$ cat src/rtl/pwm_bank_pkg.sv
package pwm_bank_pkg;
  // Each channel owns a 32-byte slice of the address space
  localparam int CH_SPAN_LOG2 = 5;

  localparam logic [CH_SPAN_LOG2-1:0] OFS_CTRL = 5'h00;
  localparam logic [CH_SPAN_LOG2-1:0] OFS_PER  = 5'h08;
  localparam logic [CH_SPAN_LOG2-1:0] OFS_DUTY = 5'h0C;

  // Control word bit positions
  localparam int BIT_START = 0;
  localparam int BIT_UPD   = 2;
  localparam int BIT_CONT  = 5;
  localparam int BIT_POL   = 8;

  typedef enum logic [1:0] {
    SEL_NONE,
    SEL_CTRL,
    SEL_PER,
    SEL_DUTY
  } reg_sel_e;
endpackage

$ cat src/rtl/pwm_addr_dec.sv
module pwm_addr_dec
  import pwm_bank_pkg::*;
#(
  parameter int NUM_CH = 6,
  parameter int AW     = 8,
  parameter int CW     = 3
) (
  input  logic [AW-1:0] addr,
  output logic [CW-1:0] ch,
  output reg_sel_e      sel,
  output logic          hit
);
  localparam int FW = AW - CH_SPAN_LOG2;

  logic [FW-1:0]           field;
  logic [CH_SPAN_LOG2-1:0] ofs;

  assign field = addr[AW-1:CH_SPAN_LOG2];
  assign ofs   = addr[CH_SPAN_LOG2-1:0];

  always_comb begin
    case (ofs)
      OFS_CTRL: sel = SEL_CTRL;
      OFS_PER:  sel = SEL_PER;
      OFS_DUTY: sel = SEL_DUTY;
      default:  sel = SEL_NONE;
    endcase
    if (32'(field) >= NUM_CH) sel = SEL_NONE;
  end

  assign hit = (sel != SEL_NONE);
  assign ch  = CW'(field);
endmodule

$ cat src/rtl/pwm_counter.sv
module pwm_counter #(
  parameter int DW = 32
) (
  input  logic          clk,
  input  logic          rst,
  input  logic          run,
  input  logic [DW-1:0] per,
  input  logic [DW-1:0] duty,
  input  logic          pol,
  output logic          wrap,
  output logic          pwm_o
);
  logic [DW-1:0] cnt;
  logic          pwm_q;

  // Last cycle of the period; a zero period wraps every cycle
  assign wrap = (per == '0) || (cnt >= per - DW'(1));

  always_ff @(posedge clk) begin
    if (rst) begin
      cnt   <= '0;
      pwm_q <= 1'b0;
    end else begin
      if (!run || wrap) cnt <= '0;
      else              cnt <= cnt + DW'(1);
      pwm_q <= run && (per != '0) && (duty != '0) &&
               ((cnt < duty) ? pol : ~pol);
    end
  end

  assign pwm_o = pwm_q;
endmodule

$ cat src/rtl/pwm_channel.sv
module pwm_channel
  import pwm_bank_pkg::*;
#(
  parameter int DW = 32
) (
  input  logic          clk,
  input  logic          rst,
  input  logic          wr_ctrl,
  input  logic          wr_per,
  input  logic          wr_duty,
  input  logic [DW-1:0] wdata,
  output logic [DW-1:0] rd_ctrl,
  output logic [DW-1:0] rd_per,
  output logic [DW-1:0] rd_duty,
  output logic          pwm_o,
  output logic          running,
  output logic          pending,
  output logic          per_zero,
  output logic          duty_zero
);
  // Staged values written by software
  logic [DW-1:0] sh_per, sh_duty;
  logic          sh_pol, cont_q;
  // Values the counter is working with
  logic [DW-1:0] act_per, act_duty;
  logic          act_pol;
  logic          run_q, pend_q;
  logic          wrap, commit;

  assign commit = pend_q && (!run_q || wrap);

  always_ff @(posedge clk) begin
    if (rst) begin
      sh_per   <= '0;
      sh_duty  <= '0;
      sh_pol   <= 1'b0;
      cont_q   <= 1'b0;
      act_per  <= '0;
      act_duty <= '0;
      act_pol  <= 1'b0;
      run_q    <= 1'b0;
      pend_q   <= 1'b0;
    end else begin
      if (wr_per)  sh_per  <= wdata;
      if (wr_duty) sh_duty <= wdata;
      if (commit) begin
        act_per  <= sh_per;
        act_duty <= sh_duty;
        act_pol  <= sh_pol;
        pend_q   <= 1'b0;
      end
      if (wr_ctrl) begin
        sh_pol <= wdata[BIT_POL];
        cont_q <= wdata[BIT_CONT];
        if (wdata[BIT_UPD])   pend_q <= 1'b1;
        if (wdata[BIT_START]) run_q  <= 1'b1;
      end
    end
  end

  always_comb begin
    rd_ctrl            = '0;
    rd_ctrl[BIT_START] = run_q;
    rd_ctrl[BIT_UPD]   = pend_q;
    rd_ctrl[BIT_CONT]  = cont_q;
    rd_ctrl[BIT_POL]   = sh_pol;
  end

  assign rd_per    = sh_per;
  assign rd_duty   = sh_duty;
  assign running   = run_q;
  assign pending   = pend_q;
  assign per_zero  = (act_per == '0);
  assign duty_zero = (act_duty == '0);

  pwm_counter #(.DW(DW)) u_cnt (
    .clk  (clk),
    .rst  (rst),
    .run  (run_q),
    .per  (act_per),
    .duty (act_duty),
    .pol  (act_pol),
    .wrap (wrap),
    .pwm_o(pwm_o)
  );
endmodule

$ cat src/rtl/pwm_bank.sv
module pwm_bank
  import pwm_bank_pkg::*;
#(
  parameter int NUM_CH = 6,
  parameter int DW     = 32,
  parameter int AW     = 8
) (
  input  logic              clk,
  input  logic              rst,
  input  logic              bus_en,
  input  logic              bus_we,
  input  logic [AW-1:0]     bus_addr,
  input  logic [DW-1:0]     bus_wdata,
  output logic [DW-1:0]     bus_rdata,
  output logic [NUM_CH-1:0] pwm_out
);
  localparam int CW = (NUM_CH > 1) ? $clog2(NUM_CH) : 1;

  logic [CW-1:0] bus_ch;
  reg_sel_e      bus_sel;
  logic          bus_hit;
  logic          wr_go;

  logic [NUM_CH-1:0] ctrl_wr_vec, per_wr_vec, duty_wr_vec;
  logic [NUM_CH-1:0] run_vec, pend_vec, per_zero_vec, duty_zero_vec;
  logic [DW-1:0]     rd_ctrl_a [NUM_CH];
  logic [DW-1:0]     rd_per_a  [NUM_CH];
  logic [DW-1:0]     rd_duty_a [NUM_CH];
  logic [DW-1:0]     rd_pick;
  logic [DW-1:0]     rdata_q;

  pwm_addr_dec #(.NUM_CH(NUM_CH), .AW(AW), .CW(CW)) u_dec (
    .addr(bus_addr),
    .ch  (bus_ch),
    .sel (bus_sel),
    .hit (bus_hit)
  );

  assign wr_go = bus_en && bus_we && bus_hit;

  for (genvar i = 0; i < NUM_CH; i++) begin : g_ch
    assign ctrl_wr_vec[i] = wr_go && (bus_ch == CW'(i)) && (bus_sel == SEL_CTRL);
    assign per_wr_vec[i]  = wr_go && (bus_ch == CW'(i)) && (bus_sel == SEL_PER);
    assign duty_wr_vec[i] = wr_go && (bus_ch == CW'(i)) && (bus_sel == SEL_DUTY);

    pwm_channel #(.DW(DW)) u_chan (
      .clk      (clk),
      .rst      (rst),
      .wr_ctrl  (ctrl_wr_vec[i]),
      .wr_per   (per_wr_vec[i]),
      .wr_duty  (duty_wr_vec[i]),
      .wdata    (bus_wdata),
      .rd_ctrl  (rd_ctrl_a[i]),
      .rd_per   (rd_per_a[i]),
      .rd_duty  (rd_duty_a[i]),
      .pwm_o    (pwm_out[i]),
      .running  (run_vec[i]),
      .pending  (pend_vec[i]),
      .per_zero (per_zero_vec[i]),
      .duty_zero(duty_zero_vec[i])
    );
  end

  always_comb begin
    rd_pick = '0;
    for (int i = 0; i < NUM_CH; i++) begin
      if (bus_hit && (bus_ch == CW'(i))) begin
        case (bus_sel)
          SEL_CTRL: rd_pick = rd_ctrl_a[i];
          SEL_PER:  rd_pick = rd_per_a[i];
          SEL_DUTY: rd_pick = rd_duty_a[i];
          default:  rd_pick = '0;
        endcase
      end
    end
  end

  always_ff @(posedge clk) begin
    if (rst)                    rdata_q <= '0;
    else if (bus_en && !bus_we) rdata_q <= rd_pick;
  end

  assign bus_rdata = rdata_q;
endmodule

$ cat config.mk
export PLATFORM = sky130hd
export DESIGN_NAME = pwm_bank
export DESIGN_NICKNAME = d
export VERILOG_FILES = /design/src/rtl/pwm_bank_pkg.sv /design/src/rtl/pwm_addr_dec.sv /design/src/rtl/pwm_counter.sv /design/src/rtl/pwm_channel.sv /design/src/rtl/pwm_bank.sv
export SDC_FILE = /design/constraint.sdc
export NUM_CORES = 2
export LEC_CHECK = 0
export BUFFER_PORTS_ARGS = -buffer_cell sky130_fd_sc_hd__clkbuf_2
export CAP_MARGIN = 20
export CELL_PAD_IN_SITES_DETAIL_PLACEMENT = 1
export CELL_PAD_IN_SITES_GLOBAL_PLACEMENT = 2
export CORE_UTILIZATION = 42
export CTS_CLUSTER_SIZE = 20
export DETAILED_ROUTE_END_ITERATION = 10
export PLACE_DENSITY_LB_ADDON = 0.15
export RECOVER_POWER = 25
export SLEW_MARGIN = 40
export SYNTH_ARGS = -nofsm -noshare
export SYNTH_HDL_FRONTEND = slang
export SYNTH_SLANG_ARGS = --single-unit
$ cat constraint.sdc
create_clock -name clk -period 15.45 [get_ports clk]
set_clock_uncertainty 0.1 [all_clocks]
set_input_delay 1.545 -clock clk [delete_from_list [all_inputs] [get_ports clk]]
set_output_delay 1.545 -clock clk [all_outputs]
set_load 0.05 [all_outputs]
==> results.toml <==
[run_status]
outcome = "complete, but fails checks"
violations = "DRC, capacitance limit, slew limit"

[clocking]
clock_sinks = 1028
clock_path_buffers = 3
cts_tree = "done"
cts_htree_levels = 3
clk_transition_reported_paths_ns = 0.06
cts_resized = 0
cts_root_buf = "clkbuf_16"
cts_made_buffers = 118
postCtsHoldBufs = 0
clock_latency_ns = 0.76
post_cts_buffers = 0

[routing]
ant_nets = 0
wl_mm = 220.7
drc = 12
detail_route.wl_per_cell_um = 25.62
viasPerCell = 5.955
route.vias.total = 51300
drt-initial-drc-count = 3935
drtPass1Iterations = 9

[logic_synthesis]
synth_cell_types = 75
yosysTopAreaCell = "dfxtp_1"
synth_common_cells = "nand2_1 (1348), dfxtp_1 (1028), a21oi_1 (642)"
ys_seq_area_share_pct = 36.28
yosys_register_bits = 1028
synth_ff_type = "dfxtp_1"
synthesis.nets = 7370
synth-edff-count = 0
synth.most_common_cell = "nand2_1"
yosysWarnings = 0
syn_avg_cell_area_um2 = 8.178
async_reset_ff_share_pct = 0
synth.top_cell.area_share_pct = 36.28
synth.area.top_cells = "dfxtp_1 (36%), nand2_1 (8.9%), ha_1 (8.6%), a21oi_1 (5.7%), mux2i_1 (4.7%)"
syn-cell-area_mm2 = 0.05672
synthCells = 6936

[hold_path]
hold_class = "flop to flop"
min_to = "g_ch[4].u_chan.cont_q"
hold_depth = 2
min_from = "g_ch[4].u_chan.cont_q"

[grt]
grt_pass1_vias = 50360
grt_pass1_wl_mm = 329.4
grt_max_degree = 106
grt_overflow_total = 0
antenna_found_initial = 10
grt_usage_pct = 31.67

[pwr]
seq_power_share_pct = 46.0
power_density_mw_per_mm2 = 92.46
vdd_drop_max_v = 0.00008528
clkPwrFrac_pct = 51.3
p_switching_mw = 1.367
power_leakage_nw = 24.00
power_frac_comb_pct = 2.7
internal_power_mw = 4.401
swShare_pct = 23.70

[timing]
rsz0062_at_grt = "no"
relSlewSlack_pct = -215.0
slew_violations = 667
fin_crit_ns = 9.391
fin_crit_sh_pct = 60.79
tightest_slew_ns = 4.725
setup_viol = 0
whs_ns = 0.3592
fin_tns_setup_ns = 0
hold_viol = 0
fmax_ghz = 0.1065

[placed_design]
hpwlAfterDp_mm = 159.7
gp_congestion = 0.9665
port-buffer-count = 81

[layout]
area_growth_syn_to_layout_pct = 9.975
drive_gt1_share_pct = 6.109
nFillCells = 15820
layout.nets = 7184

[worst_setup_path]
path_buf_inv = 3
start_kind = "input port"
cpMaxStageDelayCell = "clkbuf_1"
r2r_cells = 15
crit_path_frequent_cell = "clkbuf_1"
crit_chain = "clkbuf_1, clkbuf_1, clkbuf_1, a21oi_1, a221o_1"
reg2reg_from = "g_ch[1].u_chan.act_per[18]"
slowest_delay_ns = 3.22
path_delay_family = "buffers and inverters"
required_ns = 15.98
startpoint = "rst"
ff2ff_setup_slack_ns = 9.51
critPathKind = "input port to flop"
worst-path-max-fanout = 74
worst_r2r_endpoint = "g_ch[1].u_chan.act_duty[13]"
arrival_ns = 9.92
end_kind = "flop"

[die]
initial_core_util_pct = 42.40
die_w_um = 369.5
die_h_um = 369.5
rows = 134
ios = 82
core_area_mm2 = 0.1338
die-area_mm2 = 0.1365

[flow_run]
maxCapViolCount = 12
-- kinds of logic (layout without fill, tap and decap cells) --
family | Yosys count | after routing | share of synthesized area (%)
buf+inv | 699 | 605 | 4.946
other cells | 0 | 4 | 0
flops | 1028 | 1028 | 36.28
simple gates | 2826 | 2826 | 23.20
xor+xnor | 363 | 363 | 5.605
mux | 325 | 325 | 6.417
compound gates | 1305 | 1305 | 14.95
fa+ha+maj | 390 | 390 | 8.603
-- routing by layer --
metal / track usage [%] / up-vias / wire (um)
li1: - / 24070 / -
met1: 42.27 / 25640 / 98520
met2: 49.91 / 1196 / 98500
met3: 5.131 / 385 / 12550
met4: 14.46 / 8 / 11110
met5: 0 / - / 53
-- registers in the layout, indices dropped and copies added (netlist names) --
signal and count:
g_ch.u_chan.u_cnt.pwm_o 6, g_ch.u_chan.act_per 192, g_ch.u_chan.u_cnt.cnt 192, g_ch.u_chan.act_pol 6, g_ch.u_chan.pending 6, g_ch.u_chan.cont_q 6
g_ch.u_chan.rd_per 192, g_ch.u_chan.act_duty 192, g_ch.u_chan.rd_duty 192, bus_rdata 32, g_ch.u_chan.running 6, g_ch.u_chan.sh_pol 6
-- how the worst max path moves through the flow --
stage	endpoint	slack (ns)	cells after the start
6_report	g_ch[4].u_chan.act_per[14]	6.06	5
5_1_grt	g_ch[4].u_chan.act_duty[4]	5.67	5
4_1_cts	g_ch[1].u_chan.act_duty[13]	9.62	15
3_5_place_dp	g_ch[1].u_chan.act_duty[13]	9.65	15
3_3_place_gp	g_ch[1].u_chan.act_duty[10]	9.54	15
2_1_floorplan	g_ch[1].u_chan.act_duty[10]	10.59	16
-- stage by stage --
stage / instance area, um2 / setup WS (ns) / power (mW) / std cells / utilization, %
6_report: 62380 / 6.059 / 5.768 / 8614 / 46.62
5_1_grt: 62370 / 5.673 / 5.917 / 8610 / 46.62
4_1_cts: 62430 / 9.616 / 5.804 / 8609 / 46.66
3_5_place_dp: 58440 / 9.654 / 2.866 / 8397 / 43.68
3_3_place_gp: 58180 / 9.538 / 2.864 / 8389 / 43.48
2_1_floorplan: 56720 / 10.59 / 2.794 / 6936 / -
-- layout make-up --
class,instances,area (um2),share of cell area [%]
multi-input combinational,5209,33660,53.96
sequential,1028,20590,33.01
clock buffer,172,3379,5.418
tap,1768,2212,3.546
timing repair buffer,159,1039,1.665
inverter,234,883.3,1.416
clock inverter,40,606.8,0.9728
antenna,4,10.01,0.01605
-- power groups by stage --
stage               registers (mW)  logic (mW)  clock network [mW]
finish                        2.65       0.158                2.96
detailed placement            2.71       0.155                   0
global route                  2.65       0.159                3.11
global placement              2.71       0.154                   0
CTS                           2.65       0.155                3.00
floorplan                     2.71      0.0814                   0
-- worst reg2reg max path: stages (launching register included) --
cell and delay, ns:
dfxtp_1 0.37, or4_1 0.61, or4_1 0.44, or2_1 0.28
or3_1 0.39, nor4_1 0.25, xnor2_1 0.17, ha_1 0.28
a211oi_1 0.25, o211ai_1 0.13, a31o_2 0.24, a221o_1 0.37
a31oi_4 0.64, buf_6 0.64, mux2i_1 0.31, o311ai_0 0.17
-- layout by cell type (no fill, tap or decap), drive strengths merged, types with 28 or more instances in the layout --
| master | count |
|---|---|
| mux2i | 268 |
| a22o | 132 |
| o22ai | 34 |
| xnor2 | 193 |
| a21o | 46 |
| nor4 | 102 |
| xor2 | 170 |
| ha | 390 |
| nor2 | 426 |
| a211oi | 44 |
| and4 | 34 |
| inv | 237 |
| o221ai | 30 |
| nor3b | 131 |
| o311ai | 103 |
| nand4 | 95 |
| a221o | 72 |
| o21ai | 110 |
| mux2 | 29 |
| dfxtp | 1028 |
| nand3 | 172 |
| buf | 64 |
| mux4 | 28 |
| and3 | 131 |
| a21oi | 642 |
| clkbuf | 267 |
| nor3 | 173 |
| nand2b | 82 |
| nand2 | 1349 |
| nor2b | 43 |
Power figures use the tool's default switching activity.
